### src/rtl/flag_cond_pkg.sv
package flag_cond_pkg;
  typedef struct packed {
    logic of;
    logic sf;
    logic zf;
    logic af;
    logic pf;
    logic cf;
  } flags_t;

  localparam int FLAG_BITS = $bits(flags_t);

  typedef enum logic [2:0] {
    PAIR_OVF   = 3'd0,
    PAIR_CARRY = 3'd1,
    PAIR_ZERO  = 3'd2,
    PAIR_BELEQ = 3'd3,
    PAIR_SIGN  = 3'd4,
    PAIR_PAR   = 3'd5,
    PAIR_LESS  = 3'd6,
    PAIR_LESEQ = 3'd7
  } cond_pair_e;
endpackage

### src/rtl/flag_calc.sv
module flag_calc
  import flag_cond_pkg::*;
#(
  parameter int WIDTH    = 16,
  parameter int PAR_BITS = 8,
  parameter int NIB_BITS = 4
) (
  input  logic [WIDTH-1:0] minuend,
  input  logic [WIDTH-1:0] subtrahend,
  output flags_t           flags_next
);
  localparam int MSB = WIDTH - 1;

  logic [WIDTH:0]    wide_diff;
  logic [NIB_BITS:0] nib_diff;
  logic [WIDTH-1:0]  diff;

  always_comb begin
    wide_diff = {1'b0, minuend} - {1'b0, subtrahend};
    nib_diff  = {1'b0, minuend[NIB_BITS-1:0]} - {1'b0, subtrahend[NIB_BITS-1:0]};
    diff      = wide_diff[WIDTH-1:0];

    flags_next.cf = wide_diff[WIDTH];
    flags_next.zf = (diff == '0);
    flags_next.sf = diff[MSB];
    flags_next.of = (minuend[MSB] ^ subtrahend[MSB]) & (diff[MSB] ^ minuend[MSB]);
    flags_next.pf = ~^diff[PAR_BITS-1:0];
    flags_next.af = nib_diff[NIB_BITS];
  end
endmodule

### src/rtl/flag_store.sv
module flag_store
  import flag_cond_pkg::*;
(
  input  logic   clk,
  input  logic   rst_n,
  input  logic   load,
  input  flags_t d,
  output flags_t q
);
  always_ff @(posedge clk) begin
    if (!rst_n) q <= '0;
    else if (load) q <= d;
  end

  assert_hold_R3: assert property (@(posedge clk) disable iff (!rst_n)
    !load |=> $stable(q));

  // An equal compare cannot borrow, overflow or be negative.
  assert_zero_excl_R2: assert property (@(posedge clk) disable iff (!rst_n)
    q.zf |-> (!q.cf && !q.of && !q.sf));
endmodule

### src/rtl/cond_decode.sv
module cond_decode
  import flag_cond_pkg::*;
#(
  parameter int SEL_BITS = 4
) (
  input  flags_t              f,
  input  logic [SEL_BITS-1:0] sel,
  output logic                hit
);
  cond_pair_e pair;
  logic       base;

  always_comb begin
    pair = cond_pair_e'(sel[SEL_BITS-1:1]);
    unique case (pair)
      PAIR_OVF:   base = f.of;
      PAIR_CARRY: base = f.cf;
      PAIR_ZERO:  base = f.zf;
      PAIR_BELEQ: base = f.cf | f.zf;
      PAIR_SIGN:  base = f.sf;
      PAIR_PAR:   base = f.pf;
      PAIR_LESS:  base = f.sf ^ f.of;
      PAIR_LESEQ: base = (f.sf ^ f.of) | f.zf;
      default:    base = 1'b0;
    endcase
    hit = base ^ sel[0];
  end
endmodule

### src/rtl/flag_cond_unit.sv
module flag_cond_unit
  import flag_cond_pkg::*;
#(
  parameter int WIDTH     = 16,
  parameter int SEL_BITS  = 4,
  parameter int BYTE_BITS = 8
) (
  input  logic                 clk,
  input  logic                 rst_n,
  input  logic                 cmp_strobe,
  input  logic [WIDTH-1:0]     op_dst,
  input  logic [WIDTH-1:0]     op_src,
  input  logic [SEL_BITS-1:0]  cond_sel,
  input  logic [WIDTH-1:0]     mov_src,
  input  logic [WIDTH-1:0]     mov_dst,
  output logic [FLAG_BITS-1:0] flags,
  output logic                 cond_true,
  output logic [BYTE_BITS-1:0] set_byte,
  output logic [WIDTH-1:0]     mov_result
);
  flags_t next_f;
  flags_t held_f;

  flag_calc #(.WIDTH(WIDTH), .PAR_BITS(8), .NIB_BITS(4)) u_calc (
    .minuend    (op_dst),
    .subtrahend (op_src),
    .flags_next (next_f)
  );

  flag_store u_store (
    .clk   (clk),
    .rst_n (rst_n),
    .load  (cmp_strobe),
    .d     (next_f),
    .q     (held_f)
  );

  cond_decode #(.SEL_BITS(SEL_BITS)) u_dec (
    .f   (held_f),
    .sel (cond_sel),
    .hit (cond_true)
  );

  assign flags      = held_f;
  assign set_byte   = {{(BYTE_BITS-1){1'b0}}, cond_true};
  assign mov_result = cond_true ? mov_src : mov_dst;

  assert_zf_load_R2: assert property (@(posedge clk) disable iff (!rst_n)
    cmp_strobe |=> (flags[3] == ($past(op_dst) == $past(op_src))));

  assert_cf_load_R4: assert property (@(posedge clk) disable iff (!rst_n)
    cmp_strobe |=> (flags[0] == ($past(op_dst) < $past(op_src))));

  assert_byte_range_R10: assert property (@(posedge clk) disable iff (!rst_n)
    set_byte[BYTE_BITS-1:1] == '0);

  assert_move_taken_R11: assert property (@(posedge clk) disable iff (!rst_n)
    set_byte[0] |-> (mov_result == mov_src));

  assert_move_kept_R11: assert property (@(posedge clk) disable iff (!rst_n)
    !set_byte[0] |-> (mov_result == mov_dst));

  assert_equal_sel_R6: assert property (@(posedge clk) disable iff (!rst_n)
    (cond_sel == 4'd4 && cond_true) |-> flags[3]);
endmodule

### config.mk
export PLATFORM = sky130hd
export DESIGN_NAME = flag_cond_unit
export DESIGN_NICKNAME = d
export VERILOG_FILES = /design/src/rtl/flag_cond_pkg.sv /design/src/rtl/flag_calc.sv /design/src/rtl/flag_store.sv /design/src/rtl/cond_decode.sv /design/src/rtl/flag_cond_unit.sv
export SDC_FILE = /design/constraint.sdc
export NUM_CORES = 1
export LEC_CHECK = 0
export BUFFER_PORTS_ARGS = -buffer_cell sky130_fd_sc_hd__buf_4
export CAP_MARGIN = 25
export CORE_MARGIN = 8
export CORE_UTILIZATION = 44
export CTS_CLUSTER_SIZE = 25
export DETAILED_ROUTE_END_ITERATION = 12
export GPL_TIMING_DRIVEN = 0
export PLACE_DENSITY_LB_ADDON = 0.1
export SKIP_CTS_REPAIR_TIMING = 1
export SYNTH_ARGS = -nofsm -noshare
export SYNTH_HDL_FRONTEND = slang
export SYNTH_SLANG_ARGS = --single-unit
export TNS_END_PERCENT = 10
### constraint.sdc
create_clock -name clk -period 2.87 [get_ports clk]
set_input_delay 0.287 -clock clk [delete_from_list [all_inputs] [get_ports clk]]
set_output_delay 0.287 -clock clk [all_outputs]
set_load 0.05 [all_outputs]
==> flow_metrics.tcl <==
set metrics [dict create \
    core_um2 3578 \
    overflow 0 \
    clockBufferDepth 2 \
    hold_class "in -> reg" \
    async_reset_ff_frac 0 \
    top_register "u_store.q" \
    clk_pin_slew_ps 40 \
    r2r_end "u_store.q[0]$_SDFFE_PN0P_" \
    synth_edf_count 0 \
    grt_pass1_wl_um 8142 \
    final_cells 351 \
    syn_to_final_growth_pct 59.83 \
    placed_cells 344 \
    reg_top3 "u_store.q x6" \
    path_max_fanout 4 \
    cts_buffers 3 \
    setup.worst_path.end "u_store.q[3]$_SDFFE_PN0P_" \
    cts_tree "done" \
    path_class "in -> reg" \
    cp_cell_sequence "buf_8 > inv_4 > ha_4 > nor2b_4 > o31a_1 > o21ai_4 > xor2_1 > ha_2 > and3_4 > o2111ai_4 > nor3_2 > o311ai_2 > a2111oi_2 > o2111ai_1 > o21ai_1" \
    largest_register_ffs 6 \
    port_buffers 94 \
    seq_area_um2 120.1 \
    grt_pass1_vias 1669 \
    syn_inst 196 \
    via_per_inst 5.097 \
    fp-row-count 22 \
    timing.final.hold_violations 0 \
    drt_iter0_markers 66 \
    synth-compound-area-share 0.2587 \
    yosysWarningCount 0 \
    r2r_start "u_store.q[0]$_SDFFE_PN0P_" \
    syn_area_per_cell_um2 8.216 \
    diodes 0 \
    antenna_found_initial 0 \
    routedWlPerCell_um 14.80 \
    synthSimpleGateAreaFrac 0.1523 \
    clock_latency_ps 250 \
    die_h_um 76.50 \
    worst-slew-pin-transition_ps 526.9 \
    finalCriticalPeriod_ps 2811 \
    gp_congestion 0.7691 \
    boundaryPins 102 \
    synth_xor_area_frac 0.07148 \
    fmax_mhz 355.8 \
    cp.required_ps 3050 \
    drive_above_1_share 0.5182 \
    setup_viol 0 \
    period_share 0.9793 \
    synthMuxAreaShare 0.1639 \
    max_slew_margin 0.6443 \
    ys_seq_area_frac 0.07459 \
    die_w_um 76.50 \
    drc 0 \
    fin_nets 398 \
    p_total_mw 0.9956 \
    rsz0062_at_grt "yes" \
    postRouteAntennaNets 0 \
    crit_path_max_incr_delay_ps 430 \
    fin_skew_ps 0 \
    power.static_leakage_nw 1.268 \
    multi_input_area_um2 1453 \
    cp_slowest_cell "a2111oi_2" \
    cts_sinks 6 \
    synthAdderAreaFrac 0.1756 \
    first_pass_iters 4 \
    hold_start "rst_n" \
    cap_violations 0 \
    power_density_nw_per_um2 386.9 \
    ys_types 53 \
    ys_ff_latch 6 \
    fillerInstances 310 \
    ir_worst_vdd_mv 0.1840 \
    root_buffer "clkbuf_4" \
    hold_ws_ps 323.2 \
    report.final.slew_viol_count 0 \
    status "finished, final reports clean" \
    r2r_slack_ps 1840 \
    ys.flop_type "dfxtp_1" \
    critPathArrivalTime_ps 2990 \
    crit_path_start_kind "input port" \
    dp_hpwl_um 4456 \
    cts_max_level 1 \
    r2r_cells 3 \
    synth_top_family_by_area "compound AO/OA/AOI/OAI gates" \
    dieArea_um2 5851 \
    grt_max_degree 12 \
    worstSetupStartpoint "op_src[1]" \
    grt_usage 0.1606 \
    drt-total-wl_um 5195 \
    initial_core_util 0.4500 \
    vias 1789 \
    endpoint_kind "flop" \
    synthesis.area_um2 1610 \
]
## cell families (layout without fill, tap and decap cells)
group / after synthesis / in the layout
AOI/OAI and AO/OA: 57 / 57
xor gates and xnor gates: 11 / 11
adders and majority gates: 22 / 22
buffers and inverters: 33 / 134
DFF: 6 / 6
muxes: 21 / 21
other: 1 / 7
and+or+nand+nor: 45 / 45
## worst max-delay path: cells and delay by family
| family | cells | cell delay (ps) |
|---|---|---|
| AO/OA/AOI/OAI | 7 | 1490 |
| buffers and inverters | 2 | 150 |
| adder cells (fa/ha/maj) | 2 | 370 |
| AND/OR/NAND/NOR | 3 | 480 |
| XOR/XNOR | 1 | 180 |
## where the power goes
group	switching [mW]	total (mW)	internal [mW]	leakage [nW]
sequential	0.0128	0.109	0.0962	0.0494
combinational	0.457	0.807	0.350	1.20
clock	0.0322	0.0797	0.0474	0.0138
## layout by cell type, fill, tap and decap left out, drive strengths merged, types with 3 or more instances in the layout
cell type / count
a21oi: 13
a32oi: 3
buf: 108
clkbuf: 4
conb: 7
dfxtp: 6
ha: 21
inv: 22
mux2: 16
mux2i: 5
nand2: 9
nand2b: 6
nand3: 6
nor2: 3
nor2b: 4
nor3: 4
o2111ai: 3
o211ai: 3
o21a: 3
o21ai: 17
xnor2: 5
xor2: 6
## per-layer routing
| layer | global-route usage | vias to the layer above | share of wire |
|---|---|---|---|
| li1 | - | 922 | - |
| met1 | 0.1819 | 814 | 0.40 |
| met2 | 0.3068 | 51 | 0.55 |
| met3 | 0.03420 | 2 | 0.041 |
| met4 | 0.01154 | 0 | 0.00096 |
| met5 | 0 | - | 0 |
## cell usage after synthesis (5+ instances only)
| master | number | area [um2] |
|---|---|---|
| mux2i_1 | 5 | 50.05 |
| xnor2_1 | 5 | 43.79 |
| nand3_1 | 6 | 30.03 |
| mux2_4 | 9 | 135.1 |
| buf_4 | 8 | 60.06 |
| xor2_1 | 5 | 43.79 |
| dfxtp_1 | 6 | 120.1 |
| nand2_1 | 9 | 33.78 |
| o21ai_0 | 10 | 50.05 |
| nand2b_1 | 6 | 37.54 |
| inv_1 | 22 | 82.58 |
| a21oi_1 | 11 | 55.05 |
| ha_1 | 21 | 262.8 |
| mux2_2 | 7 | 78.83 |
## layout make-up
cell class / count / share of cell area
Clock buffer: 3 / 0.008751
Multi-Input combinational cell: 163 / 0.5644
Timing Repair Buffer: 98 / 0.2917
Tap cell: 48 / 0.02333
Buffer: 11 / 0.03111
Inverter: 22 / 0.03403
Sequential cell: 6 / 0.04667
## stage by stage
stage                     instance area, um2  setup slack [ps]  setup TNS (ps)    util
final                                   2574             59.35               0  0.7192
after global routing                    2574            -51.80          -51.80  0.7192
after global placement                  2399            -241.0          -241.0  0.6703
after CTS                               2421             44.74               0  0.6766
after detailed placement                2399            -203.4          -203.4  0.6703
after floorplan                         1633             211.7               0       -
## worst min-delay path by stage
| stage | endpoint | cells past startpoint | slack, ps |
|---|---|---|---|
| detailed placement | u_store.q[3]$_SDFFE_PN0P_ | 2 | 510 |
| global placement | u_store.q[3]$_SDFFE_PN0P_ | 2 | 500 |
| global route | u_store.q[0]$_SDFFE_PN0P_ | 2 | 330 |
| finish | u_store.q[1]$_SDFFE_PN0P_ | 2 | 320 |
| CTS | u_store.q[1]$_SDFFE_PN0P_ | 2 | 320 |
| floorplan | u_store.q[1]$_SDFFE_PN0P_ | 1 | 420 |
Note: power is estimated with default switching activity, not from simulation.
